<file path="config.mk">
export PLATFORM = sky130hd
export DESIGN_NAME = wp_lock_mgr
export DESIGN_NICKNAME = d
export VERILOG_FILES = /design/src/rtl/wpl_pkg.sv /design/src/rtl/wpl_regs.sv /design/src/rtl/wpl_array.sv /design/src/rtl/wpl_walker.sv /design/src/rtl/wp_lock_mgr.sv
export SDC_FILE = /design/constraint.sdc
export NUM_CORES = 1
export LEC_CHECK = 0
export ABC_CLOCK_PERIOD_IN_PS = 4190
export BUFFER_PORTS_ARGS = -buffer_cell sky130_fd_sc_hd__buf_2
export CAP_MARGIN = 5
export CORE_ASPECT_RATIO = 1.25
export CORE_UTILIZATION = 45
export DETAILED_ROUTE_END_ITERATION = 10
export PLACE_DENSITY = 0.67
export RECOVER_POWER = 25
export SYNTH_ARGS = -nofsm -noshare
export SYNTH_HDL_FRONTEND = slang
export SYNTH_SLANG_ARGS = --single-unit
</file>
<file path="constraint.sdc">
create_clock -name clk -period 4.19 [get_ports clk]
set_input_delay 0.6285 -clock clk [delete_from_list [all_inputs] [get_ports clk]]
set_output_delay 0.6285 -clock clk [all_outputs]
set_load 0.005 [all_outputs]
</file>
<file path="src/rtl/wpl_pkg.sv">
package wpl_pkg;
  localparam logic [2:0] ST_TIGHT    = 3'b001;
  localparam logic [2:0] ST_LOCKED   = 3'b010;
  localparam logic [2:0] ST_UNLOCKED = 3'b100;

  localparam logic [7:0] OPC_UNLOCK     = 8'h23;
  localparam logic [7:0] OPC_UNLOCK_ALL = 8'h27;
  localparam logic [7:0] OPC_LOCK       = 8'h2A;
  localparam logic [7:0] OPC_TIGHT      = 8'h2C;

  typedef enum logic [1:0] {
    WALK_UNLOCK = 2'd0,
    WALK_LOCK   = 2'd1,
    WALK_TIGHT  = 2'd2
  } walk_op_e;

  function automatic logic opc_known(input logic [7:0] c);
    return (c == OPC_UNLOCK) || (c == OPC_UNLOCK_ALL) ||
           (c == OPC_LOCK) || (c == OPC_TIGHT);
  endfunction

  function automatic logic [2:0] op_target(input walk_op_e op);
    case (op)
      WALK_UNLOCK: return ST_UNLOCKED;
      WALK_LOCK:   return ST_LOCKED;
      default:     return ST_TIGHT;
    endcase
  endfunction
endpackage

</file>
<file path="src/rtl/wpl_regs.sv">
module wpl_regs #(
  parameter int NUM_BLOCKS = 48,
  parameter int DATA_W = 16,
  localparam int BLK_W = $clog2(NUM_BLOCKS)
) (
  input  logic             clk,
  input  logic             rst,
  input  logic             first_we,
  input  logic             last_we,
  input  logic [DATA_W-1:0] wdata,
  output logic [BLK_W-1:0] first_q,
  output logic [BLK_W-1:0] last_q
);
  logic [BLK_W-1:0] masked;
  assign masked = wdata[BLK_W-1:0];

  always_ff @(posedge clk) begin
    if (rst) begin
      first_q <= '0;
      last_q  <= '0;
    end else begin
      if (first_we) begin
        first_q <= masked;
        last_q  <= masked;
      end
      if (last_we) last_q <= masked;
    end
  end

  AST_LAST_FOLLOWS: assert property (@(posedge clk) disable iff (rst)
    (first_we && !last_we) |=> (last_q == first_q));
endmodule

</file>
<file path="src/rtl/wpl_array.sv">
module wpl_array import wpl_pkg::*; #(
  parameter int NUM_BLOCKS = 48,
  localparam int BLK_W = $clog2(NUM_BLOCKS)
) (
  input  logic             clk,
  input  logic             rst,
  input  logic             we,
  input  logic [BLK_W-1:0] waddr,
  input  logic [2:0]       wdata,
  input  logic [BLK_W-1:0] raddr,
  output logic [2:0]       rdata,
  input  logic [BLK_W-1:0] lk_addr,
  output logic [2:0]       lk_state
);
  logic [2:0] cell_vec [NUM_BLOCKS];

  for (genvar i = 0; i < NUM_BLOCKS; i++) begin : g_cell
    logic [2:0] q;
    always_ff @(posedge clk) begin
      if (rst) q <= ST_LOCKED;
      else if (we && (waddr == BLK_W'(i))) q <= wdata;
    end
    assign cell_vec[i] = q;
  end

  logic [2:0] lk_next;
  logic [2:0] wcur;

  always_comb begin
    rdata   = '0;
    lk_next = '0;
    wcur    = '0;
    for (int i = 0; i < NUM_BLOCKS; i++) begin
      if (raddr == BLK_W'(i))   rdata   = cell_vec[i];
      if (lk_addr == BLK_W'(i)) lk_next = cell_vec[i];
      if (waddr == BLK_W'(i))   wcur    = cell_vec[i];
    end
  end

  always_ff @(posedge clk) begin
    if (rst) lk_state <= '0;
    else     lk_state <= lk_next;
  end

  AST_TIGHT_STICKY: assert property (@(posedge clk) disable iff (rst)
    (we && wcur == ST_TIGHT) |-> (wdata == ST_TIGHT));
  AST_ONEHOT_WRITE: assert property (@(posedge clk) disable iff (rst)
    we |-> ($countones(wdata) == 1));
  AST_LK_OUT_RANGE: assert property (@(posedge clk) disable iff (rst)
    (32'(lk_addr) >= NUM_BLOCKS) |=> (lk_state == 3'b000));
endmodule

</file>
<file path="src/rtl/wpl_walker.sv">
module wpl_walker import wpl_pkg::*; #(
  parameter int NUM_BLOCKS = 48,
  localparam int BLK_W = $clog2(NUM_BLOCKS)
) (
  input  logic             clk,
  input  logic             rst,
  input  logic             cmd_valid,
  input  logic [7:0]       cmd_code,
  input  logic             irq_ack,
  input  logic [BLK_W-1:0] first_q,
  input  logic [BLK_W-1:0] last_q,
  input  logic [2:0]       cur_state,
  output logic [BLK_W-1:0] idx,
  output logic             we,
  output logic [2:0]       wdata,
  output logic [2:0]       wp_status,
  output logic             busy,
  output logic             done,
  output logic             cmd_err,
  output logic             irq_pend
);
  localparam logic [BLK_W-1:0] LAST_BLK = BLK_W'(NUM_BLOCKS - 1);

  walk_op_e         op_q;
  logic [BLK_W-1:0] wend_q;
  logic             accept, fin, err_hit, step;

  assign accept = !busy && cmd_valid && opc_known(cmd_code);
  assign wdata  = op_target(op_q);

  always_comb begin
    we = 1'b0; fin = 1'b0; err_hit = 1'b0; step = 1'b0;
    if (busy) begin
      if (idx > wend_q) begin
        fin = 1'b1;
      end else if (32'(idx) >= NUM_BLOCKS) begin
        fin = 1'b1;
        err_hit = 1'b1;
      end else if (op_q == WALK_TIGHT) begin
        we   = (cur_state != ST_UNLOCKED);
        fin  = (idx == wend_q);
        step = !fin;
      end else if (cur_state == ST_TIGHT) begin
        fin = 1'b1;
      end else begin
        we   = 1'b1;
        fin  = (idx == wend_q);
        step = !fin;
      end
    end
  end

  always_ff @(posedge clk) begin
    if (rst) begin
      busy      <= 1'b0;
      done      <= 1'b0;
      cmd_err   <= 1'b0;
      irq_pend  <= 1'b0;
      idx       <= '0;
      wend_q    <= '0;
      op_q      <= WALK_UNLOCK;
      wp_status <= ST_LOCKED;
    end else begin
      done <= fin;
      if (accept) begin
        busy    <= 1'b1;
        cmd_err <= 1'b0;
        if (cmd_code == OPC_UNLOCK_ALL) begin
          idx    <= '0;
          wend_q <= LAST_BLK;
        end else begin
          idx    <= first_q;
          wend_q <= last_q;
        end
        case (cmd_code)
          OPC_LOCK:  op_q <= WALK_LOCK;
          OPC_TIGHT: op_q <= WALK_TIGHT;
          default:   op_q <= WALK_UNLOCK;
        endcase
      end
      if (fin) begin
        busy    <= 1'b0;
        cmd_err <= err_hit;
      end
      if (step) idx <= idx + 1'b1;
      if (we) wp_status <= wdata;
      if (fin) irq_pend <= 1'b1;
      else if (irq_ack) irq_pend <= 1'b0;
    end
  end

  AST_DONE_PULSE: assert property (@(posedge clk) disable iff (rst)
    done |=> !done);
  AST_DONE_IDLE: assert property (@(posedge clk) disable iff (rst)
    done |-> !busy);
  AST_IRQ_ON_DONE: assert property (@(posedge clk) disable iff (rst)
    done |-> irq_pend);
  AST_ERR_WITH_DONE: assert property (@(posedge clk) disable iff (rst)
    $rose(cmd_err) |-> done);
  AST_NO_RESTART: assert property (@(posedge clk) disable iff (rst)
    busy |=> ($stable(op_q) && $stable(wend_q)));
  AST_ONE_PER_CLK: assert property (@(posedge clk) disable iff (rst)
    (busy && $past(busy)) |-> (idx == $past(idx) || idx == $past(idx) + 1'b1));
endmodule

</file>
<file path="src/rtl/wp_lock_mgr.sv">
module wp_lock_mgr #(
  parameter int NUM_BLOCKS = 48,
  parameter int DATA_W = 16,
  localparam int BLK_W = $clog2(NUM_BLOCKS)
) (
  input  logic              clk,
  input  logic              rst,
  input  logic              first_we,
  input  logic              last_we,
  input  logic [DATA_W-1:0] blk_wdata,
  input  logic              cmd_valid,
  input  logic [7:0]        cmd_code,
  input  logic              irq_ack,
  input  logic [BLK_W-1:0]  lk_blk,
  output logic [2:0]        lk_state,
  output logic [BLK_W-1:0]  first_blk,
  output logic [BLK_W-1:0]  last_blk,
  output logic [2:0]        wp_status,
  output logic              busy,
  output logic              done,
  output logic              cmd_err,
  output logic              irq_pend
);
  logic [BLK_W-1:0] idx;
  logic             we;
  logic [2:0]       wdata, cur_state;

  wpl_regs #(.NUM_BLOCKS(NUM_BLOCKS), .DATA_W(DATA_W)) u_regs (
    .clk(clk), .rst(rst), .first_we(first_we), .last_we(last_we),
    .wdata(blk_wdata), .first_q(first_blk), .last_q(last_blk)
  );

  wpl_walker #(.NUM_BLOCKS(NUM_BLOCKS)) u_walk (
    .clk(clk), .rst(rst), .cmd_valid(cmd_valid), .cmd_code(cmd_code),
    .irq_ack(irq_ack), .first_q(first_blk), .last_q(last_blk),
    .cur_state(cur_state), .idx(idx), .we(we), .wdata(wdata),
    .wp_status(wp_status), .busy(busy), .done(done), .cmd_err(cmd_err),
    .irq_pend(irq_pend)
  );

  wpl_array #(.NUM_BLOCKS(NUM_BLOCKS)) u_arr (
    .clk(clk), .rst(rst), .we(we), .waddr(idx), .wdata(wdata),
    .raddr(idx), .rdata(cur_state), .lk_addr(lk_blk), .lk_state(lk_state)
  );
endmodule

</file>
==> results.py, run 1 <==
metrics = {
    "cts": {
        "cts_made_buffers": 17,
        "clkTransAtPathRegs_ns": 0.08,
        "cts_tree": "built",
        "cts_max_level": 4,
        "cts_buffer_depth": 2,
        "clk_latency_ns": 0.45,
        "root_buffer": "clkbuf_16",
        "cts_sinks": 180,
    },
    "logic_synthesis": {
        "synth_edf_count": 0,
        "synthArstFlopShare": 0,
        "netlist_area_mm2": 0.0117,
        "ys_ff_latch": 180,
        "syn_inst": 1468,
        "avgSynthCellArea_um2": 8.00,
        "synth_top_cells_by_area": "dfxtp_1, mux2i_1, nand2b_1",
        "seq_area_frac_synth": 0.307,
        "ys.flop_type": "dfxtp_1",
        "synth_top_area_share": 0.307,
        "yosys_warnings": 0,
        "synth.net_count": 1514,
        "ys_types": 87,
        "synth_top_cell_by_area": "dfxtp_1",
    },
    "timing": {
        "fin_skew_ns": 0.0152,
        "report.final.slew_viol_count": 0,
        "tightest_slew_ns": 1.07,
        "setup_viol": 0,
        "slew_headroom": 0.286,
        "fmax_ghz": 0.242,
        "period_share": 0.985,
        "finalHoldViolCount": 0,
        "min_period_ns": 4.13,
    },
    "pwr": {
        "irDropWorstVdd_mv": 0.247,
        "powerDensity_mw_per_mm2": 267,
        "p_leak_nw": 5.42,
        "total_power_mw": 3.59,
    },
    "worst_setup_path": {
        "cp.arrival_ns": 4.50,
        "end_kind": "flop",
        "required_ns": 4.57,
        "critPathMaxFanout": 33,
        "startpoint_type": "flop",
        "worstSetupPathType": "flop to flop",
    },
    "route": {
        "wl_per_cell_um": 23.8,
        "vias": 12100,
        "drtIter0Drc": 1279,
        "ant_nets": 0,
        "drc": 0,
        "routed_wl_um": 44500,
        "drt-pass1-iter-count": 7,
        "via_per_inst": 6.47,
    },
    "cells_and_area": {
        "final_cell_mix": "dfxtp_1, mux2i_1, nor2_1, nand2_1, buf_4",
        "nets": 1570,
        "area_growth_pct": 14.2,
        "drive_gt1_frac": 0.151,
        "nFillCells": 2432,
        "final_common_cell": "dfxtp_1",
        "fin_area_mm2": 0.0134,
        "n_antenna_cell": 0,
    },
    "grt": {
        "grt_pass1_wl_um": 68600,
        "antenna_found_initial": 0,
        "grt_overflow": 0,
        "grt_use_total": 0.335,
        "grt_max_degree": 77,
        "grt_pass1_vias": 11400,
    },
    "placement": {
        "place_area_mm2": 0.0128,
        "place.gp.congestion": 1.12,
        "post-dp-hpwl_um": 32600,
        "portBuffers": 47,
    },
    "floorplanning": {
        "core_area_mm2": 0.0255,
        "dieArea_mm2": 0.0268,
        "die_w_um": 147,
        "start_util": 0.461,
        "rows": 65,
        "io_pins": 58,
        "die_y_um": 183,
    },
    "min_path": {
        "hp-class": "input port to flop",
    },
    "flow_run": {
        "maxCapViolCount": 0,
    },
    "outcome": {
        "status": "complete, no violations",
    },
}
==> worst max-delay path: stages, from the launching register on <==
cell and delay (ns):
dfxtp_1 0.32, buf_4 0.15, ha_2 0.27, buf_12 0.21, nand3b_1 0.21, nor2_1 0.12
a22o_1 0.27, a211oi_1 0.43, o221ai_1 0.28, a32oi_1 0.24, buf_4 0.18, a22oi_2 0.10
a31o_4 0.26, a21oi_4 0.24, buf_4 0.26, and3_1 0.28, mux2i_1 0.21
==> path summary, 6_finish.rpt <==
| kind | start | end | cells after the start | slack [ns] |
|---|---|---|---|---|
| worst min-delay path | blk_wdata[5] | u_regs.first_q[5] | 3 | 0.43 |
| worst max register to register | u_walk.idx[0] | u_arr.g_cell[39].q[2] | 16 | 0.06 |
| worst max-delay path | u_walk.idx[0] | u_arr.g_cell[39].q[2] | 16 | 0.06 |
| worst min register to register | u_walk.wend_q[4] | u_walk.wend_q[4] | 2 | 0.45 |
==> Yosys cell counts (all sizes together), types with 6 or more instances <==
cell,number
o221ai,14
a21bo,8
a2111oi,8
mux2i,158
o2111ai,7
nor3b,11
clkbuf,73
a22oi,10
nand3,63
a221oi,10
a21oi,90
o31ai,7
nand4,15
o22ai,10
buf,49
o32a,6
o21ai,78
inv,31
nand4b,8
a31oi,17
dfxtp,180
a211o,9
or3,15
o211ai,14
a211oi,20
nand2,111
nand3b,10
nand2b,97
nor4,8
nor2b,26
and3,10
and2,8
a21o,10
nor2,153
ha,10
nor3,30
==> layout make-up <==
class,count,area [um^2],area share
inverter,31,116,0.00867
clock buffer,18,429,0.0320
clock inverter,14,141,0.0105
sequential,180,3600,0.269
multi-input combinational,1135,7570,0.564
tap,335,419,0.0312
timing repair buffer,159,1140,0.0848
==> power breakdown <==
group	internal [mW]	switching [mW]	total [mW]
clock network	0.790	0.801	1.59
registers	1.72	0.00677	1.73
logic	0.0894	0.178	0.267
total	2.60	0.986	3.59
==> metrics by stage <==
stage / cells / setup TNS, ns / setup WS (ns) / util / hold slack (ns)
final: 1872 / 0 / 0.0646 / 0.527 / 0.427
after global routing: 1872 / -0.000953 / -0.000953 / 0.527 / 0.425
after CTS: 1872 / 0 / 0.0141 / 0.526 / 0.406
after detailed placement: 1840 / 0 / 0.0572 / 0.504 / 0.449
after global placement: 1840 / 0 / 0.129 / 0.504 / 0.446
after floorplan: 1468 / 0 / 0.693 / - / 0.432
==> metal layers <==
layer | vias up | wire length (um) | share of wire | GRT usage
met1 | 5776 | 17500 | 0.39 | 0.408
li1 | 5467 | - | - | -
met5 | - | 0 | 0 | 0
met3 | 170 | 3670 | 0.082 | 0.0663
met4 | 0 | 2890 | 0.065 | 0.208
met2 | 690 | 20400 | 0.46 | 0.543
==> cell families (layout without fill, tap and decap cells) <==
logic type / Yosys count / in the layout / synth area share
and+or+nand+nor: 594 / 594 / 0.264
DFF: 180 / 180 / 0.307
buffers and inverters: 153 / 222 / 0.0540
muxes: 167 / 167 / 0.147
AOI/OAI and AO/OA: 363 / 363 / 0.217
adders and majority gates: 10 / 10 / 0.0107
xor gates and xnor gates: 1 / 1 / 0.000746
==> sequential cells by signal, indices dropped and copies added, names as in the netlist <==
| signal | flops |
|---|---|
| u_walk.irq_pend | 1 |
| u_regs.first_q | 6 |
| u_arr.g_cell.q | 144 |
| u_walk.cmd_err | 1 |
| u_walk.wp_status | 3 |
| u_regs.last_q | 6 |
| u_walk.wend_q | 6 |
| u_arr.lk_state | 3 |
| u_walk.op_q | 2 |
| u_walk.done | 1 |
| u_walk.busy | 1 |
| u_walk.idx | 6 |
==> timing repair <==
item                       CTS  global route
resized for setup            0            10
hold buffers                 0             0
setup endpoints to repair    0           141
setup buffers                0             0
(Power assumes the default switching activity.)
==> run 2, diff against run 1 <==
- CORE_UTILIZATION: 45 -> 55
- PLACE_DENSITY: 0.67 -> 0.78
- SKIP_LAST_GASP: not set -> 1
==> run 2 against run 1 <==
  * Via count up 1.7%
  * Cell area about the same
  * Register-to-register slack barely moved
  * Cell count shrank 3.2%
  * Utilization increased by 12 points
  * Routed wire length fell by 0.44%
  * Clock power grew 4%
  * Critical path depth fell by 3
  * Combinational power barely moved
  * Total power rose by 1.8%
  * Non-clock buffer count rose by 2
  * Critical path type unchanged
  * Critical endpoint is now u_arr.g_cell[16].q[0]
==> results.py, run 2 (same netlist as run 1, synthesis figures left out) <==
metrics = {
    "outcome": {
        "status": "complete, no violations",
    },
    "route": {
        "drt-pass1-iter-count": 9,
        "drc": 0,
        "wl_per_cell_um": 24.5,
        "via_per_inst": 6.79,
        "vias": 12300,
        "routed_wl_um": 44300,
        "ant_nets": 0,
        "drtIter0Drc": 1334,
    },
    "pwr": {
        "seqPwrFrac": 0.473,
        "p_int_mw": 2.62,
        "powerDensity_mw_per_mm2": 272,
        "irDropWorstVdd_mv": 0.294,
        "p_clk_frac": 0.454,
        "swShare": 0.281,
        "total_power_mw": 3.65,
        "power.switching_mw": 1.03,
        "p_comb_frac": 0.072,
        "p_leak_nw": 5.43,
    },
    "worst_setup_path": {
        "required_ns": 4.47,
        "end_kind": "flop",
        "cp_slowest_cell": "dfxtp_1",
        "critPathMaxFanout": 21,
        "crit_path_max_incr_delay_ns": 0.58,
        "worstSetupPathType": "flop to flop",
        "crit_path_cell_trace": "nand2b_1 -> nor2_1 -> a22o_1 -> a211oi_1 -> o221ai_1 -> a32oi_2 -> a22oi_2 -> a31o_4 -> a21oi_4 -> buf_12 -> buf_4 -> nand2_1 -> mux2i_1",
        "cp.arrival_ns": 4.41,
        "startpoint_type": "flop",
    },
    "cts": {
        "root_buffer": "clkbuf_16",
        "holdBufCountCts": 0,
        "cts_max_level": 4,
        "cts_resized": 0,
        "clk_latency_ns": 0.46,
        "cts_made_buffers": 17,
        "cts_tree": "built",
        "cts_sinks": 180,
        "cts_buffer_depth": 2,
        "clkTransAtPathRegs_ns": 0.08,
        "post_cts_buffers": 0,
    },
    "timing": {
        "report.final.slew_viol_count": 0,
        "tightest_slew_ns": 1.19,
        "hold_ws_ns": 0.423,
        "min_period_ns": 4.12,
        "fmax_ghz": 0.243,
        "slew_headroom": 0.207,
        "period_share": 0.984,
        "fin_skew_ns": 0.0148,
        "setup_viol": 0,
        "finalHoldViolCount": 0,
    },
    "grt": {
        "grt_use_total": 0.409,
        "antenna_found_initial": 0,
        "grt_overflow": 0,
        "grt_max_degree": 91,
        "grt_pass1_wl_um": 68100,
        "grt_pass1_vias": 11700,
    },
    "cells_and_area": {
        "final_cell_mix": "dfxtp_1, mux2i_1, nor2_1, nand2_1, buf_4",
        "nFillCells": 1806,
        "drive_gt1_frac": 0.153,
        "largest_reg_flops": 144,
        "n_antenna_cell": 0,
        "top_register": "u_arr.g_cell.q",
        "area_growth_pct": 14.3,
        "nets": 1572,
        "final_common_cell": "dfxtp_1",
    },
    "floorplanning": {
        "start_util": 0.562,
        "core_area_mm2": 0.0209,
        "rows": 59,
        "die_y_um": 165,
        "io_pins": 58,
        "die_w_um": 133,
        "dieArea_mm2": 0.0220,
    },
    "placement": {
        "post-dp-hpwl_um": 32400,
        "portBuffers": 47,
        "place.gp.congestion": 1.05,
    },
    "flow_run": {
        "maxCapViolCount": 0,
    },
    "min_path": {
        "hp-class": "input port to flop",
    },
}
## run 2: layer usage
metal / vias up / track usage / routed length (um)
met4: 0 / 0.290 / 3320
met3: 221 / 0.0647 / 3620
li1: 5464 / - / -
met1: 5838 / 0.484 / 17000
met2: 785 / 0.682 / 20400
met5: - / 0 / 0
## run 2: stage by stage
| stage | setup WS [ns] | utilization | cells | setup TNS [ns] | instance area [um^2] |
|---|---|---|---|---|---|
| floorplan | 0.693 | - | 1468 | 0 | 11700 |
| global placement | 0.160 | 0.612 | 1781 | 0 | 12800 |
| detailed placement | 0.0979 | 0.612 | 1781 | 0 | 12800 |
| CTS | 0.0642 | 0.640 | 1813 | 0 | 13400 |
| global route | -0.00422 | 0.642 | 1813 | -0.00974 | 13400 |
| finish | 0.0675 | 0.642 | 1813 | 0 | 13400 |
## run 2: worst paths after layout
| check | from | to | slack, ns | cells past startpoint |
|---|---|---|---|---|
| setup reg to reg | u_walk.idx[2] | u_arr.g_cell[16].q[0] | 0.07 | 13 |
| hold / removal | blk_wdata[4] | u_regs.first_q[4] | 0.42 | 3 |
| hold reg to reg | u_walk.wend_q[4] | u_walk.wend_q[4] | 0.47 | 2 |
| setup / recovery | u_walk.idx[2] | u_arr.g_cell[16].q[0] | 0.07 | 13 |
## run 2: power by group through the flow
| stage | logic [mW] | clock network, mW | registers [mW] |
|---|---|---|---|
| global route | 0.277 | 1.72 | 1.73 |
| global placement | 0.254 | 0 | 1.77 |
| detailed placement | 0.255 | 0 | 1.77 |
| CTS | 0.256 | 1.66 | 1.73 |
| finish | 0.264 | 1.66 | 1.73 |
| floorplan | 0.159 | 0 | 1.77 |
## run 2: layout make-up
| type | instances | area, um^2 | share of cell area |
|---|---|---|---|
| tap | 274 | 343 | 0.0255 |
| timing repair buffer | 161 | 1170 | 0.0873 |
| clock buffer | 18 | 439 | 0.0327 |
| clock inverter | 14 | 161 | 0.0120 |
| multi-input combinational | 1135 | 7580 | 0.565 |
| inverter | 31 | 116 | 0.00867 |
| sequential | 180 | 3600 | 0.269 |
## run 2: critical path: cells and delay by family, from the launching register on
| family | cells | cell delay, ns |
|---|---|---|
| buf+inv | 2 | 0.38 |
| flops | 1 | 0.58 |
| compound gates | 7 | 2.01 |
| simple gates | 3 | 0.78 |
| mux | 1 | 0.18 |
